## config.mk

```make
export PLATFORM = sky130hd
export DESIGN_NAME = lcd_drive_seq
export DESIGN_NICKNAME = d
export VERILOG_FILES = /design/src/rtl/lcd_seq_pkg.sv /design/src/rtl/lcd_run_gate.sv /design/src/rtl/lcd_scan_timer.sv /design/src/rtl/lcd_level_map.sv /design/src/rtl/lcd_drive_seq.sv
export SDC_FILE = /design/constraint.sdc
export NUM_CORES = 1
export LEC_CHECK = 0
export BUFFER_PORTS_ARGS = -buffer_cell sky130_fd_sc_hd__clkbuf_2
export CORE_MARGIN = 8
export CORE_UTILIZATION = 40
export CTS_BUF_LIST = sky130_fd_sc_hd__clkbuf_2 sky130_fd_sc_hd__clkbuf_4 sky130_fd_sc_hd__clkbuf_8
export DETAILED_ROUTE_END_ITERATION = 6
export GPL_ROUTABILITY_DRIVEN = 0
export PLACE_DENSITY_LB_ADDON = 0.05
export SETUP_SLACK_MARGIN = 0.15
export SLEW_MARGIN = 10
export SYNTH_ARGS = -nofsm -noshare
export SYNTH_HDL_FRONTEND = slang
export SYNTH_SLANG_ARGS = --single-unit
```

## constraint.sdc

```tcl
create_clock -name clk_i -period 2.9 [get_ports clk_i]
set_clock_uncertainty 0.2 [all_clocks]
set_input_delay 0.58 -clock clk_i [delete_from_list [all_inputs] [get_ports clk_i]]
set_output_delay 0.58 -clock clk_i [all_outputs]
set_load 0.02 [all_outputs]
```

## src/rtl/lcd_seq_pkg.sv

```systemverilog
package lcd_seq_pkg;
  typedef enum logic [1:0] {
    LVL_VSS = 2'b00,
    LVL_V1  = 2'b01,
    LVL_V2  = 2'b10,
    LVL_V3  = 2'b11
  } lvl_e;

  typedef enum logic [1:0] {
    DUTY_STATIC  = 2'd0,
    DUTY_HALF    = 2'd1,
    DUTY_THIRD   = 2'd2,
    DUTY_QUARTER = 2'd3
  } duty_e;

  typedef enum logic [2:0] {
    PM_RESET    = 3'd0,
    PM_ACTIVE   = 3'd1,
    PM_SLEEP    = 3'd2,
    PM_WATCH    = 3'd3,
    PM_SUBACT   = 3'd4,
    PM_SUBSLEEP = 3'd5,
    PM_STANDBY  = 3'd6,
    PM_MODSTBY  = 3'd7
  } pmode_e;

  localparam logic [1:0] CS_SYS = 2'd0;
endpackage

```

## src/rtl/lcd_run_gate.sv

```systemverilog
module lcd_run_gate
  import lcd_seq_pkg::*;
(
  input  logic       act_i,
  input  logic [2:0] pmode_i,
  input  logic [1:0] clk_sel_i,
  input  logic       psw_i,
  output logic       run_o,
  output logic       drive_pwr_o
);
  pmode_e pm;
  logic   mode_ok;
  logic   stby;

  always_comb begin
    pm = pmode_e'(pmode_i);
    unique case (pm)
      PM_ACTIVE, PM_SLEEP:              mode_ok = 1'b1;
      PM_WATCH, PM_SUBACT, PM_SUBSLEEP: mode_ok = (clk_sel_i != CS_SYS);
      default:                          mode_ok = 1'b0;
    endcase
    stby        = (pm == PM_STANDBY) || (pm == PM_MODSTBY);
    run_o       = act_i & mode_ok;
    drive_pwr_o = psw_i & ~stby;
  end
endmodule

```

## src/rtl/lcd_scan_timer.sv

```systemverilog
module lcd_scan_timer #(
  parameter int DIV_W   = 8,
  parameter int NUM_COM = 4,
  localparam int IDX_W  = $clog2(NUM_COM)
) (
  input  logic             clk_i,
  input  logic             rst_ni,
  input  logic             run_i,
  input  logic [1:0]       duty_i,
  input  logic [DIV_W-1:0] div_limit_i,
  output logic [IDX_W-1:0] idx_o,
  output logic             m_o
);
  logic [DIV_W-1:0] cnt_q;
  logic [IDX_W-1:0] idx_q;
  logic             m_q;
  logic             tick;
  logic             last;

  assign tick = (cnt_q == div_limit_i);
  assign last = (idx_q >= IDX_W'(duty_i));

  always_ff @(posedge clk_i or negedge rst_ni) begin
    if (!rst_ni) begin
      cnt_q <= '0;
      idx_q <= '0;
      m_q   <= 1'b0;
    end else if (!run_i) begin
      cnt_q <= '0;
      idx_q <= '0;
      m_q   <= 1'b0;
    end else if (tick) begin
      cnt_q <= '0;
      if (last) begin
        idx_q <= '0;
        m_q   <= ~m_q;
      end else begin
        idx_q <= idx_q + 1'b1;
      end
    end else begin
      cnt_q <= cnt_q + 1'b1;
    end
  end

  assign idx_o = idx_q;
  assign m_o   = m_q;

  AST_STOP_CLEARS: assert property (@(posedge clk_i) disable iff (!rst_ni)
    !run_i |=> (idx_q == '0 && !m_q && cnt_q == '0));
  AST_IDX_STEP: assert property (@(posedge clk_i) disable iff (!rst_ni)
    (run_i && tick && !last) |=> (idx_q == IDX_W'($past(idx_q) + 1'b1)));
  AST_M_FLIP_WRAP: assert property (@(posedge clk_i) disable iff (!rst_ni)
    (run_i && tick && last) |=> (m_q != $past(m_q) && idx_q == '0));
  AST_M_HOLD: assert property (@(posedge clk_i) disable iff (!rst_ni)
    (run_i && !(tick && last)) |=> $stable(m_q));
endmodule

```

## src/rtl/lcd_level_map.sv

```systemverilog
module lcd_level_map
  import lcd_seq_pkg::*;
#(
  parameter int NUM_COM = 4,
  parameter int NUM_SEG = 8,
  localparam int IDX_W  = $clog2(NUM_COM)
) (
  input  logic                       run_i,
  input  logic [1:0]                 duty_i,
  input  logic [IDX_W-1:0]           idx_i,
  input  logic                       m_i,
  input  logic [NUM_COM*NUM_SEG-1:0] seg_data_i,
  output logic [NUM_COM*2-1:0]       com_lvl_o,
  output logic [NUM_SEG*2-1:0]       seg_lvl_o
);
  function automatic lvl_e com_code(duty_e d, logic sel, logic m);
    unique case (d)
      DUTY_STATIC: return m ? LVL_VSS : LVL_V1;
      DUTY_HALF:   return sel ? (m ? LVL_VSS : LVL_V1) : LVL_V2;
      default: begin
        unique case ({sel, m})
          2'b00:   return LVL_V3;
          2'b01:   return LVL_V2;
          2'b10:   return LVL_V1;
          default: return LVL_VSS;
        endcase
      end
    endcase
  endfunction

  function automatic lvl_e seg_code(duty_e d, logic dat, logic m);
    if (d == DUTY_STATIC || d == DUTY_HALF) return (dat == m) ? LVL_V1 : LVL_VSS;
    unique case ({dat, m})
      2'b00:   return LVL_V2;
      2'b01:   return LVL_V3;
      2'b10:   return LVL_VSS;
      default: return LVL_V1;
    endcase
  endfunction

  duty_e              duty;
  logic [NUM_SEG-1:0] row;

  always_comb begin
    duty = duty_e'(duty_i);
    row  = seg_data_i[idx_i*NUM_SEG +: NUM_SEG];
  end

  for (genvar c = 0; c < NUM_COM; c++) begin : g_com
    always_comb begin
      if (!run_i || c > int'(duty_i)) com_lvl_o[2*c +: 2] = LVL_VSS;
      else com_lvl_o[2*c +: 2] = com_code(duty, (idx_i == IDX_W'(c)), m_i);
    end
  end

  for (genvar s = 0; s < NUM_SEG; s++) begin : g_seg
    always_comb begin
      if (!run_i) seg_lvl_o[2*s +: 2] = LVL_VSS;
      else seg_lvl_o[2*s +: 2] = seg_code(duty, row[s], m_i);
    end
  end
endmodule

```

## src/rtl/lcd_drive_seq.sv

```systemverilog
module lcd_drive_seq
  import lcd_seq_pkg::*;
#(
  parameter int DIV_W   = 8,
  parameter int NUM_COM = 4,
  parameter int NUM_SEG = 8,
  localparam int IDX_W  = $clog2(NUM_COM)
) (
  input  logic                       clk_i,
  input  logic                       rst_ni,
  input  logic                       act_i,
  input  logic [2:0]                 pmode_i,
  input  logic [1:0]                 clk_sel_i,
  input  logic                       psw_i,
  input  logic [1:0]                 duty_i,
  input  logic [DIV_W-1:0]           div_limit_i,
  input  logic [NUM_COM*NUM_SEG-1:0] seg_data_i,
  output logic [NUM_COM*2-1:0]       com_lvl_o,
  output logic [NUM_SEG*2-1:0]       seg_lvl_o,
  output logic [IDX_W-1:0]           com_idx_o,
  output logic                       m_o,
  output logic                       disp_on_o,
  output logic                       drive_pwr_o
);
  logic run;

  lcd_run_gate u_gate (
    .act_i       (act_i),
    .pmode_i     (pmode_i),
    .clk_sel_i   (clk_sel_i),
    .psw_i       (psw_i),
    .run_o       (run),
    .drive_pwr_o (drive_pwr_o)
  );

  lcd_scan_timer #(.DIV_W(DIV_W), .NUM_COM(NUM_COM)) u_timer (
    .clk_i       (clk_i),
    .rst_ni      (rst_ni),
    .run_i       (run),
    .duty_i      (duty_i),
    .div_limit_i (div_limit_i),
    .idx_o       (com_idx_o),
    .m_o         (m_o)
  );

  lcd_level_map #(.NUM_COM(NUM_COM), .NUM_SEG(NUM_SEG)) u_map (
    .run_i      (run),
    .duty_i     (duty_i),
    .idx_i      (com_idx_o),
    .m_i        (m_o),
    .seg_data_i (seg_data_i),
    .com_lvl_o  (com_lvl_o),
    .seg_lvl_o  (seg_lvl_o)
  );

  assign disp_on_o = run;

  AST_STOP_VSS: assert property (@(posedge clk_i) disable iff (!rst_ni)
    !disp_on_o |-> (com_lvl_o == '0 && seg_lvl_o == '0));
  AST_NO_ACT_DARK: assert property (@(posedge clk_i) disable iff (!rst_ni)
    (!act_i || pmode_i == 3'd0) |-> !disp_on_o);
  AST_STBY_PWR_OFF: assert property (@(posedge clk_i) disable iff (!rst_ni)
    (pmode_i == 3'd6 || pmode_i == 3'd7) |-> (!drive_pwr_o && !disp_on_o));
  AST_SYSCLK_LOWPWR_DARK: assert property (@(posedge clk_i) disable iff (!rst_ni)
    (pmode_i inside {3'd3, 3'd4, 3'd5} && clk_sel_i == 2'd0) |-> !disp_on_o);
  AST_UNUSED_COM_VSS: assert property (@(posedge clk_i) disable iff (!rst_ni)
    (duty_i == 2'd0) |-> (com_lvl_o[NUM_COM*2-1:2] == '0));
endmodule

```

==> impl_results.md <==
- Outcome: finished clean
- Die Ht: slightly below 80 um
- Initial antenna violation count: 0
- Gate Count Post-Synth: 166
- Cell Area, Synth: 1530 um^2
- Vias/cell: between 5 and 6
- NumNets Final: 333
- Register area share after synthesis: 18.0%
- Reg clk slew, reported paths: 0.05 ns
- Die W: 77.8 um
- Crit-path max FO: 8
- Seq cells post-synth: 11
- Worst hold slack: 0.0133 ns
- Syn avg cell area: 9.20 um^2
- Cell leakage power: 1.10 nW
- Clk root buf: clkbuf_8
- Largest vdd supply drop: 0.418 mV
- Fin. max-slew vios: 0
- Via count: approximately 1500
- Layout overhead on the synthesized area: 51.8%
- YS warnings: 0
- Largest net degree at the start of global routing: 18
- Period utilization: 95.3%
- Layout cells sized above 1: 57.2%
- CTS tree: yes
- CP Capture Type: output pin
- Drt first pass iters: 2
- Number of synthesized flops with an enable pin: 0
- Worst-Skew Late Latency: 0.23 ns
- Initial Util: 41.7%
- H-tree levels: 1
- ANT cells: 0
- Max Cap Violations: 0
- Setup TNS: 0 ns
- Final Hold Fails: 0
- Die ar.: slightly above 6000 um^2
- Io pins: 80
- IO buf count: 79
- Fillers: 305
- WL per Instance: 14.4 um
- Post-CTS Hold Buffers: 0
- Detail Route Antenna Nets: 0
- Hold Crit Class: input port to async pin
- Vias in the first global route: 1606
- Peak Freq: 362 MHz
- Routed WL: between 4000 and 5000 um
- RSZ-0062 raised after global routing: true
- Num CTS Buffers: 3
- Global-route wire length before repair: 7200 um
- Initial DRC Count: 29
- Prevailing post-synth register cell: dfrtp_1
- Hpwl dp: between 3000 and 4000 um
- Clock Path Buffers: 2
- Startpoint class of the critical path: flip-flop
- Site Rows: 22
- Distinct cell type count after synthesis: 31
- Syn nets: about 250
- Power per standard cell area: 216 nW/um^2
- WP data arrival: 1.98 ns
- Period minus WS final: 2.76 ns
- Rel. slew slack: 63.9%
- Overall routing resource usage: 13.9%
- Async S/R FF share, synth: between 90% and 100%
- Worst Path Class, Setup: flip-flop to output pin
- Number of clock sinks seen by CTS: 11
- Worst EP required: 2.12 ns
- Worst slew pin tran: 0.539 ns
- Total setup buffers inserted after CTS: 0
- Setup Viol. Count Final: 0
- GRT Residual Overflow: 0
- DRC: 0
- Core Region: 3660 um^2
-- cell families (layout without fill, tap and decap cells) --
kind of cell	after synthesis	count (layout)	share of synthesized area, %
DFF	11	11	18.0
adders and majority gates	31	31	25.4
and+or+nand+nor	62	62	21.5
xor gates and xnor gates	14	14	9.51
buffers and inverters	20	104	5.16
AOI/OAI and AO/OA	19	19	7.95
muxes	9	9	12.5
-- final cells by class --
| type | instances | area (um^2) | share of cell area, % |
|---|---|---|---|
| Sequential cell | 11 | 277 | 11.9 |
| Multi-Input combinational cell | 135 | 1380 | 59.7 |
| Tap cell | 48 | 60.1 | 2.59 |
| Timing Repair Buffer | 86 | 493 | 21.3 |
| Inverter | 14 | 56.3 | 2.43 |
| Clock buffer | 4 | 48.8 | 2.11 |
-- through the flow --
stage,area (um^2),util [%],power (W),std cells,worst slack [ns]
finish,2320,63.3,0.000500,298,0.137
global route,2320,63.3,0.000532,298,0.0315
CTS,2260,61.8,0.000503,298,0.0977
detailed placement,2090,57.0,0.000332,294,0.214
global placement,2090,57.0,0.000330,294,0.229
floorplan,1610,-,0.000260,166,0.167
-- worst max-delay path, stage by stage, from the launching register on --
cell and delay (ns):
dfrtp_1 0.37, buf_8 0.16, mux4_2 0.54, ha_1 0.23, nor3_1 0.22, a211oi_2 0.06, buf_4 0.17
-- cell usage in the layout (no fill, tap or decap), types with 4 or more instances in the layout --
| cell type | count |
|---|---|
| inv_2 | 8 |
| nor3_2 | 10 |
| a211oi_2 | 8 |
| a21oi_1 | 5 |
| ha_1 | 19 |
| nor3_1 | 15 |
| nor2_1 | 14 |
| nor3b_1 | 4 |
| clkbuf_2 | 64 |
| xor2_1 | 4 |
| ha_4 | 9 |
| buf_4 | 21 |
| dfrtp_1 | 10 |
| nand3_1 | 5 |
| xnor2_1 | 7 |
| mux4_2 | 8 |
| nand4_1 | 4 |
| inv_1 | 4 |
-- state kept, by name, summed over array words and instances, names as in the netlist --
signal         cells
u_timer.cnt_q      8
u_timer.m_o        1
u_timer.idx_o      2
-- synth_stat cells, drive strengths merged (3+ instances only) --
master | n | area [um^2]
nand4 | 5 | 37.5
inv | 13 | 48.8
mux4 | 8 | 180
nand3 | 5 | 25.0
dfrtp | 11 | 275
xnor2 | 10 | 110
xor2 | 4 | 35.0
nor3b | 4 | 30.0
nor3 | 25 | 125
a21oi | 5 | 25.0
o21ai | 3 | 15.0
a211oi | 8 | 60.1
clkbuf | 3 | 11.3
ha | 31 | 388
nor2 | 14 | 52.6
buf | 3 | 15.0
-- metal layers --
| metal | routed length (um) | track usage, % |
|---|---|---|
| met1 | 1960 | 17.2 |
| met2 | 1950 | 22.6 |
| met3 | 323 | 4.61 |
| met4 | 56 | 3.96 |
| met5 | 0 | 0 |
-- path summary, 6_finish.rpt --
kind,from,end,slack [ns],cells past startpoint
setup / recovery,u_timer.idx_o[0]$_DFFE_PN0P_,seg_lvl_o[12],0.14,6
max in group asynchronous,rst_ni,u_timer.idx_o[1]$_DFFE_PN0P_,2.25,1
hold / removal,rst_ni,u_timer.cnt_q[6]$_DFF_PN0_,0.01,1
hold reg to reg,u_timer.cnt_q[0]$_DFF_PN0_,u_timer.cnt_q[0]$_DFF_PN0_,0.35,1
setup reg to reg,u_timer.idx_o[0]$_DFFE_PN0P_,u_timer.m_o$_DFFE_PN0P_,1.01,7
min in group clk_i,u_timer.cnt_q[0]$_DFF_PN0_,u_timer.cnt_q[0]$_DFF_PN0_,0.35,1
-- power breakdown --
part / total (W) / switching [W] / internal (W)
clock network: 0.000156 / 0.0000508 / 0.000105
registers: 0.000159 / 0.00000324 / 0.000156
logic: 0.000184 / 0.0000979 / 0.0000863
-- what timing repair did --
action | CTS | global route
hold endpoints to repair | 0 | 0
pin swaps | 8 | 1
resized for setup | 26 | 31
setup endpoints to repair | 15 | 19
Note: power is estimated with default switching activity, not from simulation.
